$ cat config.mk
export PLATFORM = sky130hd
export DESIGN_NAME = twi_regbank
export DESIGN_NICKNAME = d
export VERILOG_FILES = /design/src/rtl/twi_regbank.sv
export SDC_FILE = /design/constraint.sdc
export NUM_CORES = 1
export LEC_CHECK = 0
export BUFFER_PORTS_ARGS = -buffer_cell sky130_fd_sc_hd__buf_2
export CAP_MARGIN = 20
export CELL_PAD_IN_SITES_DETAIL_PLACEMENT = 1
export CELL_PAD_IN_SITES_GLOBAL_PLACEMENT = 1
export CORE_ASPECT_RATIO = 1.1
export CORE_MARGIN = 3
export CORE_UTILIZATION = 38
export DETAILED_ROUTE_END_ITERATION = 10
export GPL_TIMING_DRIVEN = 0
export HOLD_SLACK_MARGIN = 0.03
export PLACE_DENSITY_LB_ADDON = 0.25
export RECOVER_POWER = 100
export SKIP_LAST_GASP = 1
export SLEW_MARGIN = 10
export SYNTH_ARGS = -nofsm -noshare
export SYNTH_HDL_FRONTEND = slang
export SYNTH_SLANG_ARGS = --single-unit
$ cat constraint.sdc
create_clock -name clk -period 3.2 [get_ports clk]
set_clock_uncertainty 0.1 [all_clocks]
set_input_delay 0.16 -clock clk [delete_from_list [all_inputs] [get_ports clk]]
set_output_delay 0.16 -clock clk [all_outputs]
set_load 0.02 [all_outputs]
$ cat src/rtl/twi_regbank.sv
module twi_regbank #(
  parameter int ADDR_W = 5,
  parameter int BUS_W  = 32,
  parameter int CODE_W = 5,
  parameter int TIME_W = 16,
  parameter int FLAG_BIT = 3
) (
  input  logic              clk,
  input  logic              rst_n,
  input  logic [ADDR_W-1:0] bus_addr,
  input  logic              bus_we,
  input  logic [BUS_W-1:0]  bus_wdata,
  output logic [BUS_W-1:0]  bus_rdata,
  input  logic [CODE_W-1:0] state_code,
  input  logic              irq_set,
  output logic [7:0]        ctrl,
  output logic [7:0]        tx_byte,
  output logic [6:0]        own_addr,
  output logic              gcall_en,
  output logic [TIME_W-1:0] scl_high,
  output logic [TIME_W-1:0] scl_low
);
  localparam logic [ADDR_W-1:0] OFF_SET  = ADDR_W'(8'h00);
  localparam logic [ADDR_W-1:0] OFF_STAT = ADDR_W'(8'h04);
  localparam logic [ADDR_W-1:0] OFF_DAT  = ADDR_W'(8'h08);
  localparam logic [ADDR_W-1:0] OFF_ADR  = ADDR_W'(8'h0C);
  localparam logic [ADDR_W-1:0] OFF_HI   = ADDR_W'(8'h10);
  localparam logic [ADDR_W-1:0] OFF_LO   = ADDR_W'(8'h14);
  localparam logic [ADDR_W-1:0] OFF_CLR  = ADDR_W'(8'h18);
  localparam int PAD_W = 8 - CODE_W;
  localparam logic [TIME_W-1:0] TIME_RST = TIME_W'(4);

  logic [7:0]        ctrl_q;
  logic [CODE_W-1:0] code_q;
  logic [7:0]        dat_q;
  logic [7:0]        adr_q;
  logic [TIME_W-1:0] hi_q, lo_q;

  wire wr_set = bus_we && bus_addr == OFF_SET;
  wire wr_clr = bus_we && bus_addr == OFF_CLR;
  wire flag   = ctrl_q[FLAG_BIT];

  logic [7:0] set_mask, clr_mask;
  always_comb begin
    set_mask = wr_set ? bus_wdata[7:0] : 8'h00;
    set_mask[FLAG_BIT] = 1'b0;
    clr_mask = wr_clr ? bus_wdata[7:0] : 8'h00;
  end

  wire flag_clr = clr_mask[FLAG_BIT];
  wire capture  = irq_set && (!flag || flag_clr);

  logic [7:0] ctrl_d;
  always_comb begin
    ctrl_d = (ctrl_q | set_mask) & ~clr_mask;
    if (irq_set) ctrl_d[FLAG_BIT] = 1'b1;
  end

  always_ff @(posedge clk or negedge rst_n) begin
    if (!rst_n) begin
      ctrl_q <= '0;
      code_q <= '1;
      dat_q  <= '0;
      adr_q  <= '0;
      hi_q   <= TIME_RST;
      lo_q   <= TIME_RST;
    end else begin
      ctrl_q <= ctrl_d;
      if (capture) code_q <= state_code;
      if (bus_we) begin
        case (bus_addr)
          OFF_DAT: dat_q <= bus_wdata[7:0];
          OFF_ADR: adr_q <= bus_wdata[7:0];
          OFF_HI:  hi_q  <= bus_wdata[TIME_W-1:0];
          OFF_LO:  lo_q  <= bus_wdata[TIME_W-1:0];
          default: ;
        endcase
      end
    end
  end

  always_comb begin
    bus_rdata = '0;
    case (bus_addr)
      OFF_SET:  bus_rdata[7:0] = ctrl_q;
      OFF_STAT: bus_rdata[7:0] = {code_q, {PAD_W{1'b0}}};
      OFF_DAT:  bus_rdata[7:0] = dat_q;
      OFF_ADR:  bus_rdata[7:0] = adr_q;
      OFF_HI:   bus_rdata[TIME_W-1:0] = hi_q;
      OFF_LO:   bus_rdata[TIME_W-1:0] = lo_q;
      default:  bus_rdata = '0;
    endcase
  end

  assign ctrl     = ctrl_q;
  assign tx_byte  = dat_q;
  assign own_addr = adr_q[7:1];
  assign gcall_en = adr_q[0];
  assign scl_high = hi_q;
  assign scl_low  = lo_q;


  stat_frozen_chk: assert property (@(posedge clk) disable iff (!rst_n)
    flag && !flag_clr |=> $stable(code_q));


  flag_raise_chk: assert property (@(posedge clk) disable iff (!rst_n)
    irq_set |=> ctrl_q[FLAG_BIT]);


  flag_sw_set_chk: assert property (@(posedge clk) disable iff (!rst_n)
    !flag && !irq_set |=> !ctrl_q[FLAG_BIT]);


  flag_clear_chk: assert property (@(posedge clk) disable iff (!rst_n)
    wr_clr && bus_wdata[FLAG_BIT] && !irq_set |=> !ctrl_q[FLAG_BIT]);


  stat_ro_chk: assert property (@(posedge clk) disable iff (!rst_n)
    bus_we && bus_addr == OFF_STAT |=> $stable(dat_q) && $stable(adr_q) && $stable(hi_q) && $stable(lo_q));

  always_comb begin
    if (rst_n && bus_addr == OFF_CLR) begin

      clr_read_zero_chk: assert (bus_rdata == '0);
    end
    if (rst_n && bus_addr == OFF_STAT) begin

      stat_low_zero_chk: assert (bus_rdata[2:0] == 3'b000 && bus_rdata[BUS_W-1:8] == '0);
    end
  end
endmodule

==> results of run 1 <==
state kept, by name (all words and copies together) (netlist names):
name / cells
scl_high: 16
scl_low: 16
adr_q: 8
ctrl: 8
tx_byte: 8
code_q: 5
cells in the mapped netlist:
library cell / count / share of area
conb_1: 1 / 0.0013
nand2_1: 4 / 0.0054
a21oi_1: 14 / 0.025
mux2_2: 48 / 0.19
dfstp_2: 7 / 0.066
nand2b_1: 3 / 0.0067
nor2_1: 4 / 0.0054
a22o_1: 8 / 0.025
a22oi_1: 21 / 0.056
mux2_1: 5 / 0.020
nand3_1: 13 / 0.023
nor3_1: 2 / 0.0036
clkbuf_1: 1 / 0.0013
or3_1: 1 / 0.0022
or4b_4: 1 / 0.0049
and2_1: 1 / 0.0022
or3b_2: 1 / 0.0031
nor2b_1: 2 / 0.0045
buf_4: 17 / 0.045
nor3b_1: 1 / 0.0027
dfrtp_1: 54 / 0.48
buf_2: 6 / 0.011
nor3_2: 2 / 0.0071
nor2_2: 1 / 0.0022
o21ai_1: 1 / 0.0018
how the worst max path moves through the flow:
stage                     cells after the start  slack (ps)             to   startpoint
after floorplan                               6        1550      code_q[0]       bus_we
after global placement                        6         920   bus_rdata[7]  bus_addr[1]
after detailed placement                      6         910   bus_rdata[4]  bus_addr[1]
after CTS                                     6         900   bus_rdata[7]  bus_addr[1]
after global routing                          7         540   bus_rdata[2]  bus_addr[2]
final                                         6         720  bus_rdata[13]  bus_addr[2]
critical path: stages:
cell and delay, ps:
clkbuf_1 110, or3_1 440, nor2_1 540, clkbuf_1 480
a22o_1 240, clkbuf_1 250
layout make-up:
cell class | count | area (µm²) | area share
Multi-Input combinational cell | 149 | 1154 | 0.3064
Timing Repair Buffer | 120 | 623.1 | 0.1655
Clock inverter | 4 | 47.55 | 0.01263
Tap cell | 85 | 106.4 | 0.02825
Sequential cell | 61 | 1535 | 0.4078
Buffer | 24 | 153.9 | 0.04088
Clock buffer | 12 | 145.1 | 0.03855
cells in the final DEF (no fill, tap or decap), drive strengths merged:
cell         netlist  final
dfstp              7      7
clkinvlp           0      1
nand2b             3      3
nor2               5      5
nand3             13     13
clkbuf             1     88
buf               23     46
dlygate4sd3        0     22
or3b               1      1
clkinv             0      2
o21ai              1      1
or3                1      1
or4b               1      1
a22o               8      8
a21oi             14     14
nor3               4      4
nand2              4      4
bufinv             0      1
conb               1     16
and2               1      1
dfrtp             54     54
mux2              53     53
nor3b              1      1
nor2b              2      2
a22oi             21     21
stage by stage:
stage	cell area [µm²]	hold WS, ps
after CTS	3874	31.74
after global routing	3765	45.69
after global placement	3458	274.1
final	3765	46.03
after floorplan	2861	-235.6
after detailed placement	3461	194.2
cells by family after synthesis:
| group | after synthesis | share of synthesized area |
|---|---|---|
| other | 1 | 0.001337 |
| muxes | 53 | 0.2128 |
| and+or+nand+nor | 36 | 0.07315 |
| buffers and inverters | 24 | 0.05754 |
| DFF | 61 | 0.5473 |
| AOI/OAI and AO/OA | 44 | 0.1079 |
where the power goes:
| group | internal (mW) | switching [mW] | leakage [nW] |
|---|---|---|---|
| Clock | 0.379 | 0.283 | 0.0964 |
| Combinational | 0.211 | 0.360 | 0.862 |
| Sequential | 0.936 | 0.114 | 0.760 |
layer usage:
metal / GRT usage / up-vias / routed length, µm
li1: - / 1076 / -
met1: 0.2643 / 1131 / 3543
met2: 0.3486 / 87 / 4394
met3: 0.04623 / 9 / 475
met4: 0.06522 / 0 / 95
met5: 0 / - / 0
what timing repair did:
item,in CTS,in global routing
endpoints found under the setup margin,0,0
hold endpoints to repair,84,0
hold buffers,22,0
==> out/results.ini, run 1 <==
[cells_and_area]
final_util = 0.5313
diodes = 0
area_growth_pct = 34.21
instances_no_fill = 455
nets = 411
drive_gt1_frac = 0.3189
fill_cells = 817

[drt]
drt_iter0_drc = 99
wl_per_cell_um = 18.70
vias_per_cell = 5.062
route.detailed.drc = 0
wl_um = 8508
via_count = 2303
first_pass_iters = 4
ant_nets = 0

[floorplan]
die_w_um = 87.92
start_util = 0.3958
design.die.area_um2 = 8450
rows = 32
coreArea_um2 = 7087
ioPinCount = 134
die_h_um = 96.11

[clock_network]
insertion_delay_ps = 320
cts_tree = done
cts_buffers = 9
cts_sinks = 61
htreeDepth = 3
cts.repair.resized = 0
cts_root_buffer = clkbuf_8
cts_setup_buffers = 0
path_clk_slew_ps = 60
max-clock-path-buffers = 2

[synth]
yosys_warnings = 0
yosys_register_bits = 61
syn_inst = 219
netlist_area_um2 = 2805
synth_cell_types = 25
syn_area_per_cell_um2 = 12.81
synth_seq_area_share = 0.5473

[run_status]
run_status = complete, but fails checks
violations = max-capacitance violations, max-slew violations

[worst_hold_path]
hold_depth = 2
hold_start = bus_wdata[3]
min_to = adr_q[3]
min_path_type = input port to register

[pwr]
total_power_mw = 2.282
p_leak_nw = 1.718
ir_drop_v = 0.0003023
power_density_nw_per_um2 = 606.2

[placed_design]
place_hpwl_um = 5656
gp_congestion = 0.7653
placed_cells = 417
port_buffers = 98
place_ws_ps = 909.1

[sta]
finalSetupTns_ps = 0
hold_viol_final = 0
slew_viol_final = 62
rsz0062_at_grt = false
fmax_mhz = 403.0
fin_crit_sh = 0.7755
relSlewSlack = -0.01567
period_minus_slack_ps = 2481
setup_slack_ps = 718.5
setup-violations-final = 0
worstMarginPinSlew_ps = 1524

[worst_setup_path]
path_max_fanout = 10
rrSetupSlack_ps = 1700
r2r-end = code_q[1]
crit_type = input port to primary output
critPathArrivalTime_ps = 2220
cp-end-kind = primary output
worstPathRequired_ps = 2940
r2r-start = ctrl[3]
start_kind = input port
r2r_cells = 4

[grt]
grt_pass1_wl_um = 12880
grt_max_degree = 62
grt-ovfl-total = 0
grt_pass1_vias = 2361
antenna_found_initial = 0
grtUsageTotal = 0.2070

[run]
maxCapViolations = 1

No activity file was read; power rests on OpenSTA's default activity.
==> inputs of run 2 (changes only) <==
--- a/config.mk
+++ b/config.mk
@@ -5,13 +5,14 @@
 export SDC_FILE = /design/constraint.sdc
 export NUM_CORES = 1
 export LEC_CHECK = 0
+export ABC_AREA = 1
 export BUFFER_PORTS_ARGS = -buffer_cell sky130_fd_sc_hd__buf_2
 export CAP_MARGIN = 20
 export CELL_PAD_IN_SITES_DETAIL_PLACEMENT = 1
 export CELL_PAD_IN_SITES_GLOBAL_PLACEMENT = 1
 export CORE_ASPECT_RATIO = 1.1
 export CORE_MARGIN = 3
-export CORE_UTILIZATION = 38
+export CORE_UTILIZATION = 31
 export DETAILED_ROUTE_END_ITERATION = 10
 export GPL_TIMING_DRIVEN = 0
 export HOLD_SLACK_MARGIN = 0.03
==> constraint.sdc (replaced) <==
create_clock -name clk -period 2.1 [get_ports clk]
set_clock_uncertainty 0.1 [all_clocks]
set_input_delay 0.105 -clock clk [delete_from_list [all_inputs] [get_ports clk]]
set_output_delay 0.105 -clock clk [all_outputs]
set_load 0.02 [all_outputs]
==> run 2 against run 1 <==
Against the previous run:
- the run still ends with max-capacitance violations, max-slew violations left
- highest routed layer unchanged
- final area increased by 10%
- die area increased by 35%
- sequential share of layout area decreased by 3.8 points
- global-route usage decreased by 2.0 points
- sequential power increased by 53%
- worst setup slack got worse by 650 ps
- critical endpoint is now code_q[4]
- non-clock buffer count increased by 16
- routed wire length increased by 22%
- critical path type is now register to register
- sequential cell count unchanged
- cell count increased by 43%
- synthesized cell count increased by 70%
- first-iteration DRC count decreased by 41%
==> out/results.ini, run 2 <==
[worst_setup_path]
critPathBufInv = 2
path_cells = nand2_4 > nand3_1 > dlygate4sd3_1 > nand2_1 > dlygate4sd3_1
crit_path_max_incr_delay_ps = 570
r2r-start = ctrl[3]
rrSetupSlack_ps = 70
path_depth = 5
critPathArrivalTime_ps = 2200
crit_type = register to register
cp-end-kind = register
critical_path.top_delay_family = buffers and inverters
cp_common_cell = dlygate4sd3_1
worstPathRequired_ps = 2270
r2r_cells = 5
critPathCapture = code_q[4]
cp-startpoint = ctrl[3]
path_max_fanout = 7
start_kind = register
r2r-end = code_q[4]
slowest_stage = dlygate4sd3_1

[synth]
synth_seq_area_share = 0.4888
synth_cell_types = 25
syn_area_per_cell_um2 = 8.420
synthFlopType = dfrtp_1
syn_inst = 373
yosys_register_bits = 61
synth_top_area_share = 0.4303
netlist_area_um2 = 3141
synth_edf_count = 0
synthTopCellsByArea = dfrtp_1 (43%), nand2_1 (12%), dfstp_2 (5.9%), inv_1 (5.3%), buf_4 (5.0%)
synth_top_area_cell = dfrtp_1
yosys_warnings = 0
synthArstFlopShare = 1.000
yosysMostFrequentCell = nand2_1
synth_common_cells = nand2_1 (100), dfrtp_1 (54), inv_1 (44)

[sta]
finalHoldWorstSlack_ps = 51.16
relSlewSlack = -0.007751
hold_viol_final = 0
worstMarginPinSlew_ps = 1512
setup-violations-final = 0
fmax_mhz = 492.7
finalSetupTns_ps = 0
fin_crit_sh = 0.9664
period_minus_slack_ps = 2030
rsz0062_at_grt = false
slew_viol_final = 62

[grt]
grt_pass1_wl_um = 16390
grt-ovfl-total = 0
grtUsageTotal = 0.1872
grt_pass1_vias = 3237
antenna_found_initial = 0
grt_max_degree = 62

[pwr]
p_seq_frac = 0.438
power_density_nw_per_um2 = 882.4
p_int_mw = 2.396
clkPwrFrac = 0.312
ir_drop_v = 0.0003377
p_comb_frac = 0.249
switching_share = 0.3466
p_leak_nw = 2.079
p_sw_mw = 1.271

[clock_network]
cts_buffers = 9
cts_sinks = 61
cts_tree = done
htreeDepth = 3
cts_setup_buffers = 0
insertion_delay_ps = 340
cts_root_buffer = clkbuf_8
path_clk_slew_ps = 70
max-clock-path-buffers = 2

[placed_design]
place_hpwl_um = 7497
port_buffers = 100
gp_congestion = 0.8357

[floorplan]
die_h_um = 111.6
coreArea_um2 = 9629
die_w_um = 102.0
ioPinCount = 134
start_util = 0.3261
design.die.area_um2 = 11380
rows = 37

[cells_and_area]
fill_cells = 1218
diodes = 0
drive_gt1_frac = 0.1745
nets = 575
area_growth_pct = 32.31
most-common-layout-cells = nand2_1 (102), clkbuf_1 (76), dfrtp_1 (54)
final_common_cell = nand2_1

[drt]
route.detailed.drc = 0
ant_nets = 0
first_pass_iters = 4
wl_per_cell_um = 15.94
drt_iter0_drc = 58
via_count = 3030
vias_per_cell = 4.662
wl_um = 10360

[worst_hold_path]
min_path_type = input port to register

[run]
maxCapViolations = 1

[run_status]
violations = max-capacitance violations, max-slew violations
run_status = complete, but fails checks

## run 2: changes by cell type after synthesis, sizes merged, moves of 7 or more
cell,before,now
nor2,5,32
buf,23,30
nand2,4,104
inv,0,47
o21ai,1,54
a22oi,21,0
mux2,53,0
a21oi,14,7
nand4,0,7
## run 2: metal layers
layer,vias to the layer above,global-route usage,part of all wire
met3,18,0.03697,0.061
met1,1454,0.2262,0.41
met5,-,0,0
li1,1460,-,-
met4,0,0.07437,0.025
met2,98,0.3221,0.50
## run 2: cell families after synthesis
logic type	count (synthesis)	share of synthesized area
and+or+nand+nor	162	0.2363
buffers and inverters	77	0.1267
AOI/OAI and AO/OA	72	0.1470
DFF	61	0.4888
other	1	0.001194
## run 2: worst min-delay path by stage
stage                      end  slack (ps)  depth (start not counted)          start
floorplan             adr_q[0]        -290                          0          rst_n
finish                 ctrl[3]          50                          4   bus_wdata[3]
detailed placement  scl_low[9]         150                          1          rst_n
CTS                    ctrl[3]          30                          4   bus_wdata[3]
global placement     code_q[3]         230                          3  state_code[3]
global route           ctrl[3]          80                          4   bus_wdata[3]
## run 2: per-stage QoR
stage	utilization	instances	worst slack, ps	total power [mW]	area, µm²
final	0.4315	650	70.46	3.667	4155
after global routing	0.4315	650	4.355	3.877	4155
after CTS	0.4527	650	76.05	3.798	4359
after detailed placement	0.3994	605	447.4	2.582	3846
after global placement	0.3992	605	462.5	2.541	3844
after floorplan	-	388	869.1	2.177	3197
## run 2: final cells by class
class                      count  area, µm²  share of cell area
sequential                    61       1535              0.3695
multi-input combinational    250       1162              0.2797
timing repair buffer         130      713.2              0.1716
buffer                        30      209.0             0.05029
inverter                      47      176.4             0.04246
tap                          117      146.4             0.03523
clock buffer                  10      137.6             0.03312
clock inverter                 5      75.07             0.01807
## run 2: power by group through the flow
stage | clock (mW) | combinational (mW) | sequential, mW
after floorplan | 0 | 0.349 | 1.83
after global placement | 0 | 0.932 | 1.61
after detailed placement | 0 | 0.963 | 1.62
after CTS | 1.18 | 1.01 | 1.60
after global routing | 1.23 | 1.00 | 1.65
final | 1.15 | 0.914 | 1.61
## run 2: what timing repair did
| item | CTS | global route |
|---|---|---|
| hold buffers | 30 | 0 |
| hold endpoints to repair | 85 | 0 |
| endpoints found under the setup margin | 0 | 3 |
| gates resized for setup | 0 | 2 |
## run 2: worst min-delay path, cell delays in order
cell and delay (ps):
buf_2 120, nand3_2 90, nand2_4 80, nand2_1 60
==> inputs of run 3 (changes only) <==
--- a/config.mk
+++ b/config.mk
@@ -18,6 +18,7 @@
 export HOLD_SLACK_MARGIN = 0.03
 export PLACE_DENSITY_LB_ADDON = 0.25
 export RECOVER_POWER = 100
+export REMOVE_ABC_BUFFERS = 1
 export SKIP_LAST_GASP = 1
 export SLEW_MARGIN = 10
 export SYNTH_ARGS = -nofsm -noshare
==> run 3 against run 2 <==
Against the previous run:
- the flow now finishes without violations
- combinational power down 7.3%
- final area down 5.4%
- global-route usage down 0.26 points
- sequential cell count unchanged
- first-iteration DRC count up 53%
- routed wire length down 4.1%
- critical path depth up 5
- clock power down 9%
- register-to-register slack better by 430 ps
- worst hold slack better by 190 ps
- cell count down 3.8%
==> out/results.ini, run 3 (synthesized netlist as in run 2, its figures left out) <==
[run_status]
run_status = completed

[floorplan]
design.die.area_um2 = 11380
ioPinCount = 134
die_w_um = 102.0
rows = 37
die_h_um = 111.6
coreArea_um2 = 9629
start_util = 0.3261

[sta]
slew_viol_final = 0
hold_viol_final = 0
worstMarginPinSlew_ps = 1435
period_minus_slack_ps = 1916
setup-violations-final = 0
rsz0062_at_grt = false
finalHoldWorstSlack_ps = 242.1
fmax_mhz = 522.1
finalSetupTns_ps = 0
relSlewSlack = 0.04343
fin_crit_sh = 0.9121

[cells_and_area]
diodes = 0
drive_gt1_frac = 0.1417
fill_cells = 1249
area_growth_pct = 25.22
instances_no_fill = 625
nets = 549
fin_area_um2 = 3933
final_common_cell = nand2_1
most-common-layout-cells = nand2_1 (101), clkbuf_1 (69), dfrtp_1 (54)
final_util = 0.4084

[placed_design]
port_buffers = 101
placed_area_um2 = 3657
gp_congestion = 0.7572
place_hpwl_um = 6588
placed_cells = 577

[drt]
ant_nets = 0
drt_iter0_drc = 89
wl_um = 9939
route.detailed.drc = 0
wl_per_cell_um = 15.90
via_count = 2949
first_pass_iters = 4
vias_per_cell = 4.718

[pwr]
clkPwrFrac = 0.301
p_comb_frac = 0.242
switching_share = 0.3589
power_density_nw_per_um2 = 888.6
p_leak_nw = 1.942
p_sw_mw = 1.254
ir_drop_v = 0.0003523
p_seq_frac = 0.457
p_int_mw = 2.240

[clock_network]
path_clk_slew_ps = 80
cts_tree = done
cts_buffers = 9
htreeDepth = 3
insertion_delay_ps = 330
cts_sinks = 61
cts_root_buffer = clkbuf_8
max-clock-path-buffers = 2

[worst_setup_path]
start_kind = input port
path_max_fanout = 12
cp-end-kind = primary output
worstPathRequired_ps = 1890
crit_type = input port to primary output
critPathArrivalTime_ps = 1710

[worst_hold_path]
min_path_type = input port to register

[grt]
grtUsageTotal = 0.1845
grt_max_degree = 62
antenna_found_initial = 0
grt-ovfl-total = 0
grt_pass1_vias = 3150
grt_pass1_wl_um = 16300

[run]
maxCapViolations = 0

## run 3: changes by cell type in the layout (fill, tap and decap cells not counted), moves of 2 or more
cell and delta:
buf_4 -17, nand2_2 +2, buf_6 -3, nor2_1 -3
o21ai_0 +8, o21ai_2 -8, clkbuf_1 -7, nor2_4 +2
clkbuf_2 +2
## run 3: cell type report
class	instances	area, µm²	share of cell area
inverters	47	176.4	0.04486
clock buffers	12	145.1	0.03691
flip-flops and latches	61	1535	0.3904
multi-input cells	250	1142	0.2905
clock inverters	4	47.55	0.01209
repair buffers	134	739.5	0.1880
well taps	117	146.4	0.03723
## run 3: power by group through the flow
stage / logic, mW / registers, mW / clock network (mW)
6_report: 0.847 / 1.60 / 1.05
4_1_cts: 0.971 / 1.59 / 1.09
3_5_place_dp: 0.933 / 1.61 / 0
3_3_place_gp: 0.905 / 1.60 / 0
5_1_grt: 0.940 / 1.63 / 1.17
2_1_floorplan: 0.316 / 1.83 / 0
## run 3: layer usage
| metal | global-route usage | wire [µm] |
|---|---|---|
| met1 | 0.2334 | 4414 |
| met2 | 0.3043 | 4759 |
| met3 | 0.05952 | 653 |
| met4 | 0.04462 | 112 |
| met5 | 0 | 0 |
## run 3: final timing paths
check | end | cells past startpoint | from | slack, ps
setup / recovery | bus_rdata[4] | 10 | bus_addr[1] | 180
hold / removal | ctrl[0] | 5 | bus_we | 240
setup reg to reg | code_q[3] | 4 | ctrl[3] | 500
hold reg to reg | code_q[0] | 2 | code_q[0] | 370
max in group asynchronous | ctrl[3] | 3 | rst_n | 360
min in group asynchronous | scl_high[15] | 3 | rst_n | 650
## run 3: metrics by stage
| step | setup slack (ps) | total power [mW] |
|---|---|---|
| floorplan | 398.2 | 2.143 |
| global placement | -424.6 | 2.503 |
| detailed placement | -479.0 | 2.542 |
| CTS | 164.7 | 3.650 |
| global route | 40.26 | 3.736 |
| finish | 184.5 | 3.494 |
## run 3: critical path, stage by stage
cell	delay, ps
clkbuf_1	90
nor2_2	430
nand2_1	110
nor2_1	210
clkbuf_2	280
nand2_1	80
nand2_1	70
nor2_1	40
nand2_1	110
clkbuf_2	180
## run 3: timing repair
action	in CTS	in global routing
buffers inserted	3	0
endpoints found under the setup margin	18	4
gates resized for setup	1	1
hold endpoints to repair	110	0
hold buffers	29	0
pin swaps	1	0
